### config.mk
export PLATFORM = sky130hd
export DESIGN_NAME = pgseq_top
export DESIGN_NICKNAME = d
export VERILOG_FILES = /design/src/rtl/pgseq_pkg.sv /design/src/rtl/pgseq_buffer.sv /design/src/rtl/pgseq_timer.sv /design/src/rtl/pgseq_ctrl.sv /design/src/rtl/pgseq_top.sv
export SDC_FILE = /design/constraint.sdc
export NUM_CORES = 2
export LEC_CHECK = 0
export ABC_AREA = 1
export BUFFER_PORTS_ARGS = -buffer_cell sky130_fd_sc_hd__buf_4
export CAP_MARGIN = 20
export CORE_UTILIZATION = 30
export CTS_BUF_LIST = sky130_fd_sc_hd__clkbuf_8
export DETAILED_ROUTE_END_ITERATION = 8
export PLACE_DENSITY = 0.44
export SETUP_SLACK_MARGIN = 0.02
export SYNTH_ARGS = -nofsm -noshare
export SYNTH_HDL_FRONTEND = slang
export SYNTH_SLANG_ARGS = --single-unit
export TNS_END_PERCENT = 30
### constraint.sdc
create_clock -name clk -period 3.1 [get_ports clk]
set_clock_uncertainty 0.15 [all_clocks]
set_input_delay 0.31 -clock clk [delete_from_list [all_inputs] [get_ports clk]]
set_output_delay 0.31 -clock clk [all_outputs]
set_load 0.005 [all_outputs]
### src/rtl/pgseq_pkg.sv
package pgseq_pkg;

    typedef enum logic [1:0] {
        OP_PROG   = 2'd0,
        OP_PERASE = 2'd1,
        OP_PWRITE = 2'd2,
        OP_SERASE = 2'd3
    } op_e;

    typedef enum logic [1:0] {
        ST_IDLE,
        ST_SCAN,
        ST_MERGE,
        ST_HOLD
    } st_e;

endpackage

### src/rtl/pgseq_buffer.sv
module pgseq_buffer #(
    parameter int PAGE_BYTES = 256
) (
    input  logic                          clk,
    input  logic                          rst_n,
    input  logic                          clr,
    input  logic [$clog2(PAGE_BYTES)-1:0] start_off,
    input  logic                          wr,
    input  logic [7:0]                    wdata,
    input  logic [$clog2(PAGE_BYTES)-1:0] rd_idx,
    output logic [7:0]                    rd_data,
    output logic                          rd_mask,
    output logic [$clog2(PAGE_BYTES):0]   count
);
    localparam int PG_AW = $clog2(PAGE_BYTES);
    localparam int CNT_W = PG_AW + 1;

    logic [7:0]            store [PAGE_BYTES];
    logic [PAGE_BYTES-1:0] mask;
    logic [PG_AW-1:0]      ptr;
    logic [PG_AW-1:0]      wptr;
    logic [PAGE_BYTES-1:0] mask_base;
    logic [CNT_W-1:0]      cnt_base;

    // A fresh fill restarts from the new offset in the same cycle
    always_comb begin
        wptr      = clr ? start_off : ptr;
        mask_base = clr ? '0 : mask;
        cnt_base  = clr ? '0 : count;
    end

    always_ff @(posedge clk or negedge rst_n) begin
        if (!rst_n) begin
            mask  <= '0;
            ptr   <= '0;
            count <= '0;
        end else if (clr || wr) begin
            ptr  <= wr ? wptr + 1'b1 : wptr;
            mask <= wr ? (mask_base | ({{(PAGE_BYTES-1){1'b0}}, 1'b1} << wptr)) : mask_base;
            if (wr && cnt_base != CNT_W'(PAGE_BYTES))
                count <= cnt_base + 1'b1;
            else
                count <= cnt_base;
        end
    end

    always_ff @(posedge clk) begin
        if (wr)
            store[wptr] <= wdata;
    end

    assign rd_data = store[rd_idx];
    assign rd_mask = mask[rd_idx];

    // held byte count never exceeds one page
    a_r7_count_cap: assert property (@(posedge clk) disable iff (!rst_n)
        count <= CNT_W'(PAGE_BYTES));

endmodule

### src/rtl/pgseq_timer.sv
module pgseq_timer #(
    parameter int TMR_W = 20
) (
    input  logic             clk,
    input  logic             rst_n,
    input  logic             load,
    input  logic [TMR_W-1:0] load_val,
    input  logic             run,
    output logic             expired
);
    logic [TMR_W-1:0] cnt;

    always_ff @(posedge clk or negedge rst_n) begin
        if (!rst_n)
            cnt <= '0;
        else if (load)
            cnt <= load_val;
        else if (run && cnt != '0)
            cnt <= cnt - 1'b1;
    end

    assign expired = (cnt == '0);

    // the duration is only loaded when no operation is running
    a_r9_no_reload: assert property (@(posedge clk) disable iff (!rst_n)
        run |-> !load);

endmodule

### src/rtl/pgseq_ctrl.sv
module pgseq_ctrl
    import pgseq_pkg::*;
#(
    parameter int ADDR_W       = 20,
    parameter int PAGE_BYTES   = 256,
    parameter int SECTOR_BYTES = 65536,
    parameter int TMR_W        = 20,
    parameter int T_PERASE     = 400,
    parameter int T_SERASE     = 70000,
    parameter int T_PBASE      = 300,
    parameter int T_PBYTE      = 1
) (
    input  logic                            clk,
    input  logic                            rst_n,
    input  logic                            go,
    input  logic [1:0]                      op_in,
    input  logic [ADDR_W-1:0]               base_addr,
    input  logic [$clog2(PAGE_BYTES):0]     byte_cnt,
    input  logic [7:0]                      buf_byte,
    input  logic                            buf_mask,
    input  logic [7:0]                      mem_rdata,
    input  logic                            tmr_expired,
    output logic                            busy,
    output logic [$clog2(PAGE_BYTES)-1:0]   idx,
    output logic [ADDR_W-1:0]               mem_addr,
    output logic                            mem_we,
    output logic [7:0]                      mem_wdata,
    output logic                            tmr_load,
    output logic [TMR_W-1:0]                tmr_value
);
    localparam int PG_AW = $clog2(PAGE_BYTES);
    localparam int SC_AW = $clog2(SECTOR_BYTES);
    localparam logic [ADDR_W-1:0] PG_OFS = ADDR_W'(PAGE_BYTES - 1);
    localparam logic [ADDR_W-1:0] SC_OFS = ADDR_W'(SECTOR_BYTES - 1);

    st_e               st, st_n;
    op_e               op_q, op_sel;
    logic [ADDR_W-1:0] base_q;
    logic [SC_AW-1:0]  walk, walk_n;
    logic              accept, touch, at_end, erase_in;
    logic [TMR_W-1:0]  prog_t;

    always_comb begin
        op_sel   = op_e'(op_in);
        erase_in = (op_sel == OP_PERASE) || (op_sel == OP_SERASE);
        accept   = (st == ST_IDLE) && go && (erase_in || byte_cnt != '0);
        touch    = (op_q == OP_PERASE) || (op_q == OP_SERASE) || buf_mask;
        at_end   = (walk == ((op_q == OP_SERASE) ? SC_AW'(SECTOR_BYTES - 1)
                                                 : SC_AW'(PAGE_BYTES - 1)));
    end

    // Next-state and walk index
    always_comb begin
        st_n   = st;
        walk_n = walk;
        unique case (st)
            ST_IDLE: begin
                if (accept) begin
                    st_n   = ST_SCAN;
                    walk_n = '0;
                end
            end
            ST_SCAN: begin
                if (touch && op_q == OP_PROG) begin
                    st_n = ST_MERGE;
                end else if (at_end) begin
                    st_n = ST_HOLD;
                end else begin
                    walk_n = walk + 1'b1;
                end
            end
            ST_MERGE: begin
                if (at_end) begin
                    st_n = ST_HOLD;
                end else begin
                    st_n   = ST_SCAN;
                    walk_n = walk + 1'b1;
                end
            end
            ST_HOLD: begin
                if (tmr_expired)
                    st_n = ST_IDLE;
            end
            default: st_n = ST_IDLE;
        endcase
    end

    // State register
    always_ff @(posedge clk or negedge rst_n) begin
        if (!rst_n) begin
            st     <= ST_IDLE;
            walk   <= '0;
            op_q   <= OP_PROG;
            base_q <= '0;
        end else begin
            st   <= st_n;
            walk <= walk_n;
            if (accept) begin
                op_q   <= op_sel;
                base_q <= base_addr & ~((op_sel == OP_SERASE) ? SC_OFS : PG_OFS);
            end
        end
    end

    // Outputs
    always_comb begin
        busy      = (st != ST_IDLE);
        idx       = walk[PG_AW-1:0];
        mem_addr  = base_q | ADDR_W'(walk);
        mem_we    = 1'b0;
        mem_wdata = 8'hFF;
        unique case (st)
            ST_SCAN: begin
                mem_we    = touch && (op_q != OP_PROG);
                mem_wdata = (op_q == OP_PWRITE) ? buf_byte : 8'hFF;
            end
            ST_MERGE: begin
                mem_we    = 1'b1;
                mem_wdata = mem_rdata & buf_byte;
            end
            default: ;
        endcase
    end

    // Duration loaded at the accepted start
    always_comb begin
        prog_t    = TMR_W'(T_PBASE) + TMR_W'(byte_cnt) * TMR_W'(T_PBYTE);
        tmr_load  = accept;
        tmr_value = prog_t;
        unique case (op_sel)
            OP_PROG:   tmr_value = prog_t;
            OP_PERASE: tmr_value = TMR_W'(T_PERASE);
            OP_PWRITE: tmr_value = TMR_W'(T_PERASE) + prog_t;
            OP_SERASE: tmr_value = TMR_W'(T_SERASE);
            default:   tmr_value = prog_t;
        endcase
    end

    // a program write never raises a bit that the array held at 0
    a_r5_clear_only: assert property (@(posedge clk) disable iff (!rst_n)
        (mem_we && op_q == OP_PROG) |-> ((mem_wdata & ~mem_rdata) == 8'h00));

    // erase writes are all ones
    a_r3_erase_ones: assert property (@(posedge clk) disable iff (!rst_n)
        (mem_we && (op_q == OP_PERASE || op_q == OP_SERASE)) |-> (mem_wdata == 8'hFF));

endmodule

### src/rtl/pgseq_top.sv
module pgseq_top #(
    parameter int ADDR_W       = 20,
    parameter int PAGE_BYTES   = 256,
    parameter int SECTOR_BYTES = 65536,
    parameter int TMR_W        = 20,
    parameter int T_PERASE     = 400,
    parameter int T_SERASE     = 70000,
    parameter int T_PBASE      = 300,
    parameter int T_PBYTE      = 1
) (
    input  logic              clk,
    input  logic              rst_n,
    input  logic [ADDR_W-1:0] cmd_addr,
    input  logic              load_begin,
    input  logic              load_valid,
    input  logic [7:0]        load_byte,
    input  logic              go,
    input  logic [1:0]        op,
    output logic              busy,
    output logic [ADDR_W-1:0] mem_addr,
    output logic              mem_we,
    output logic [7:0]        mem_wdata,
    input  logic [7:0]        mem_rdata
);
    localparam int PG_AW = $clog2(PAGE_BYTES);
    localparam int CNT_W = PG_AW + 1;

    logic              ld_ok, clr, wr;
    logic [ADDR_W-1:0] addr_q;
    logic [PG_AW-1:0]  idx;
    logic [7:0]        buf_byte;
    logic              buf_mask;
    logic [CNT_W-1:0]  byte_cnt;
    logic              tmr_load, tmr_expired;
    logic [TMR_W-1:0]  tmr_value;

    assign ld_ok = !busy && !go;
    assign clr   = load_begin && ld_ok;
    assign wr    = load_valid && ld_ok;

    always_ff @(posedge clk or negedge rst_n) begin
        if (!rst_n)
            addr_q <= '0;
        else if (clr)
            addr_q <= cmd_addr;
    end

    pgseq_buffer #(.PAGE_BYTES(PAGE_BYTES)) u_buf (
        .clk       (clk),
        .rst_n     (rst_n),
        .clr       (clr),
        .start_off (cmd_addr[PG_AW-1:0]),
        .wr        (wr),
        .wdata     (load_byte),
        .rd_idx    (idx),
        .rd_data   (buf_byte),
        .rd_mask   (buf_mask),
        .count     (byte_cnt)
    );

    pgseq_ctrl #(
        .ADDR_W       (ADDR_W),
        .PAGE_BYTES   (PAGE_BYTES),
        .SECTOR_BYTES (SECTOR_BYTES),
        .TMR_W        (TMR_W),
        .T_PERASE     (T_PERASE),
        .T_SERASE     (T_SERASE),
        .T_PBASE      (T_PBASE),
        .T_PBYTE      (T_PBYTE)
    ) u_ctrl (
        .clk         (clk),
        .rst_n       (rst_n),
        .go          (go),
        .op_in       (op),
        .base_addr   (addr_q),
        .byte_cnt    (byte_cnt),
        .buf_byte    (buf_byte),
        .buf_mask    (buf_mask),
        .mem_rdata   (mem_rdata),
        .tmr_expired (tmr_expired),
        .busy        (busy),
        .idx         (idx),
        .mem_addr    (mem_addr),
        .mem_we      (mem_we),
        .mem_wdata   (mem_wdata),
        .tmr_load    (tmr_load),
        .tmr_value   (tmr_value)
    );

    pgseq_timer #(.TMR_W(TMR_W)) u_tmr (
        .clk      (clk),
        .rst_n    (rst_n),
        .load     (tmr_load),
        .load_val (tmr_value),
        .run      (busy),
        .expired  (tmr_expired)
    );

    // array writes only happen inside an operation
    a_r11_we_in_busy: assert property (@(posedge clk) disable iff (!rst_n)
        mem_we |-> busy);

    // busy only rises after a start request
    a_r2_rise_after_go: assert property (@(posedge clk) disable iff (!rst_n)
        $rose(busy) |-> $past(go));

endmodule

==> results.md <==
* Reg-to-reg setup timing slack at -0.16 ns
* Gpl congestion at 0.848
* Clk Latency, worst-skew pair at 1.07 ns
* Vias in the first global route at 70500
* ANT nets after route at 0
* Share of cells above drive strength 1 at 23.0%
* Total gr overflow at 0
* Cell variety after synth at 50
* Fin Setup TNS at -15.85 ns
* Status: complete, but fails checks
* Critical Path Source: u_ctrl.walk[0]
* Switching power at 0.0349 W
* Post-synth ARST share at 14.1%
* Sw Ratio at 36.1%
* Clock power frac at 27.7%
* Synth top area cells: edfxtp_1 62%, dfrtp_1 8.5%, o21ai_0 5.6%
* Logic gate share of total power at 35.2%
* Drt drc at 0
* RR Startpoint: u_ctrl.walk[1]
* Reg2reg end: u_ctrl.walk[0]
* Global-route track usage on met3 at 2.65%
* Syn Std Cell Area at 98900 um2
* RSZ-0062 raised after global routing: yes
* Setup crit end: mem_wdata[6]
* Via Count at 72600
* Cell count after synthesis at 8366
* Top_reg_cell synth: edfxtp_1
* Port bufs at 72
* Clock Sink Count at 2385
* Clk slew on worst S/H paths at 0.06 ns
* Largest net degree at the start of global routing at 97
* Post-route core utilization at 38.2%
* Hold Vio Cnt, Final at 0
* Final Worst Setup Slack at -1.30 ns
* Initial Util at 30.2%
* Number of enable flip-flop cells after synthesis at 2048
* Multi-input combinational cell area at 26500 um2
* Yosys reg bits at 2385
* Syn Nets at 8423
* Synth top area share at 62.2%
* Leading cell types by count after synthesis: 2048 x edfxtp_1, 1429 x nor2_1, 1099 x o21ai_0
* Final Max Tran Viols at 0
* Synth warn at 0
* Clock buffer depth at 4
* Worst Hold Class: in -> reg
* Maxcap violations at 0
* Cell mode on critical path: buf_12
* Initial antenna violation count at 15
* Slew HR at 28.2%
* First-pass GRT wire length at 508000 um
* Leak at 44.7 nW
* CTS H-tree lvls at 5
* GRT Max-Usage Layer: met2
* Post-DP HPWL at 223000 um
* CTS Buf Count at 414
* # rows at 210
* Slowest library cell on the worst path: dfrtp_4
* Final setup violation count at 116
* Violated checks: negative setup slack
* Met2 GRT Util at 32.7%
* Area leader, netlist: edfxtp_1
* CP startpoint kind: register
* DRT Pass-1 Iters at 6
* Root Driver: clkbuf_8
* Final period util at 142%
* Final Non-Filler Cells at 14200
* IR drop worst, VDD at 0.455 mV
* Seq/Total Area, Yosys at 70.7%
* Cell area power density at 771 nW/um2
* CP Cell Sequence: buf_12 > clkinv_16 > buf_12 > buf_16 > buf_12 > buf_12 > buf_12 > o21ai_0 > o221ai_2 > nand3_2 > nand3_2 > nand3_4 > nand3_4 > nand3_2 > nand2_4 > buf_12 > nand2_1 > nand3_1 > buf_4
* Die height at 576 um
* Count leader, synth: edfxtp_1
* Ports at 73
* Core area at 328000 um2
* Worst Path Arrival at 3.94 ns
* Area delta synth->final at 26.6%
* DRT Wirelength at 358000 um
* Nets at 9545
* Int Power at 0.0617 W
* Full die area at 332000 um2
* Crit end category: primary output
* Initial DRC count at 7182
* Min Tclk post-route at 4.40 ns
* Fillers at 31600
* Reg2Reg Depth at 21
* CTS tree: yes
* DIE WIDTH at 576 um
* Worst slew pin tran at 1.08 ns
* Sequential Power Share at 37.2%
* Setup CP Type: reg -> out
* Vias per inst at 5.13
* Met1 usage at 30.2%
* CP peak stage delay at 0.47 ns
* GRT Total Usage at 20.8%
* Sequential Area at 69900 um2
* Mean Syn Cell Area at 11.8 um2
* Hold_ws at 0.202 ns
* CP max FO at 12
* WP data required at 2.64 ns
* Peak Freq at 227 MHz
* Dpl cells at 13200
* Wire length per cell at 25.3 um
worst min path at each step:
stage	startpoint	end	slack (ns)	cells past startpoint
after global routing	op[0]	u_tmr.cnt[12]	0.18	4
after global placement	rst_n	u_buf.mask[3]	0.27	1
after detailed placement	rst_n	u_buf.mask[3]	0.26	1
after CTS	op[0]	u_tmr.cnt[12]	0.1	4
final	op[0]	u_tmr.cnt[12]	0.20	4
after floorplan	rst_n	addr_q[10]	-0.14	0
power groups by stage:
stage	logic [W]	clock network, W	registers [W]
2_1_floorplan	0.0148	0	0.0364
3_3_place_gp	0.0289	0	0.0365
3_5_place_dp	0.0289	0	0.0365
4_1_cts	0.0324	0.0274	0.0359
5_1_grt	0.0361	0.0286	0.0359
6_report	0.0339	0.0267	0.0359
flip-flops by register name, indices dropped and copies added (netlist names):
| register | cells |
|---|---|
| u_ctrl.base_q | 12 |
| u_buf.store | 2048 |
| u_tmr.cnt | 20 |
| u_ctrl.st | 2 |
| u_buf.mask | 256 |
| u_buf.ptr | 8 |
| u_ctrl.op_q | 2 |
| u_buf.count | 9 |
| addr_q | 12 |
| u_ctrl.walk | 16 |
cell families (layout without fill, tap and decap cells):
kind of cell    Yosys count  count (layout)  synth area share [%]
compound gates         2146            2146                  12.5
xor+xnor                 23              23                 0.204
fa+ha+maj                14              14                 0.177
buf+inv                 965            2402                  4.77
flops                  2385            2385                  70.7
mux                       1               1                0.0114
other cells               0               7                     0
simple gates           2832            2832                  11.6
metrics by stage:
step | power, W | instance area (um2) | setup slack [ns]
after floorplan | 0.0511 | 98900 | -0.0126
after detailed placement | 0.0655 | 112000 | -1.14
final | 0.0966 | 125000 | -1.30
after global routing | 0.101 | 125000 | -1.44
after global placement | 0.0655 | 112000 | -1.20
after CTS | 0.0957 | 123000 | -1.37
what timing repair did:
action                     4_1_cts  5_1_grt
setup endpoints to repair     1802     2248
pin swaps                       96      110
hold endpoints to repair      2383        0
gates cloned                    26       12
hold buffers                    62        0
gates resized for setup        412      511
buffers inserted                52       32
cells in the final DEF, fill, tap and decap left out, types with 86 or more instances in the layout:
cell,netlist,final
a21oi_1,165,149
nand3_2,1,86
clkinv_1,3,105
o221ai_1,107,96
buf_12,0,179
clkbuf_8,0,435
inv_1,313,409
dfrtp_1,337,332
nand3_1,495,388
o21ai_0,1099,1014
nor2_1,1429,1286
edfxtp_1,2048,2048
o21ai_1,115,183
buf_6,70,113
buf_4,89,860
nand2_1,822,770
o22ai_1,373,364
o211ai_1,177,177
nor2_4,13,101
cell type report:
cell class                 count  area share [%]
antenna                        7          0.0140
clock buffer                 435            4.78
clock inverter               296            1.14
inverter                     347            1.14
multi-input combinational   5016            21.1
sequential                  2385            55.9
tap                         4346            4.34
timing repair buffer        1324            11.6
critical path, delay by kind of cell (launching register included):
| family | cells | cell delay (ns) |
|---|---|---|
| flip-flops | 1 | 0.47 |
| AO/OA/AOI/OAI | 2 | 0.40 |
| buffers and inverters | 9 | 1.24 |
| AND/OR/NAND/NOR | 8 | 0.78 |
routing by layer:
layer	part of all wire (%)	vias to the layer above
met4	2.5	0
li1	-	32600
met2	46	2602
met1	46	36900
met5	0	-
met3	6.2	480
(Power assumes the default switching activity.)
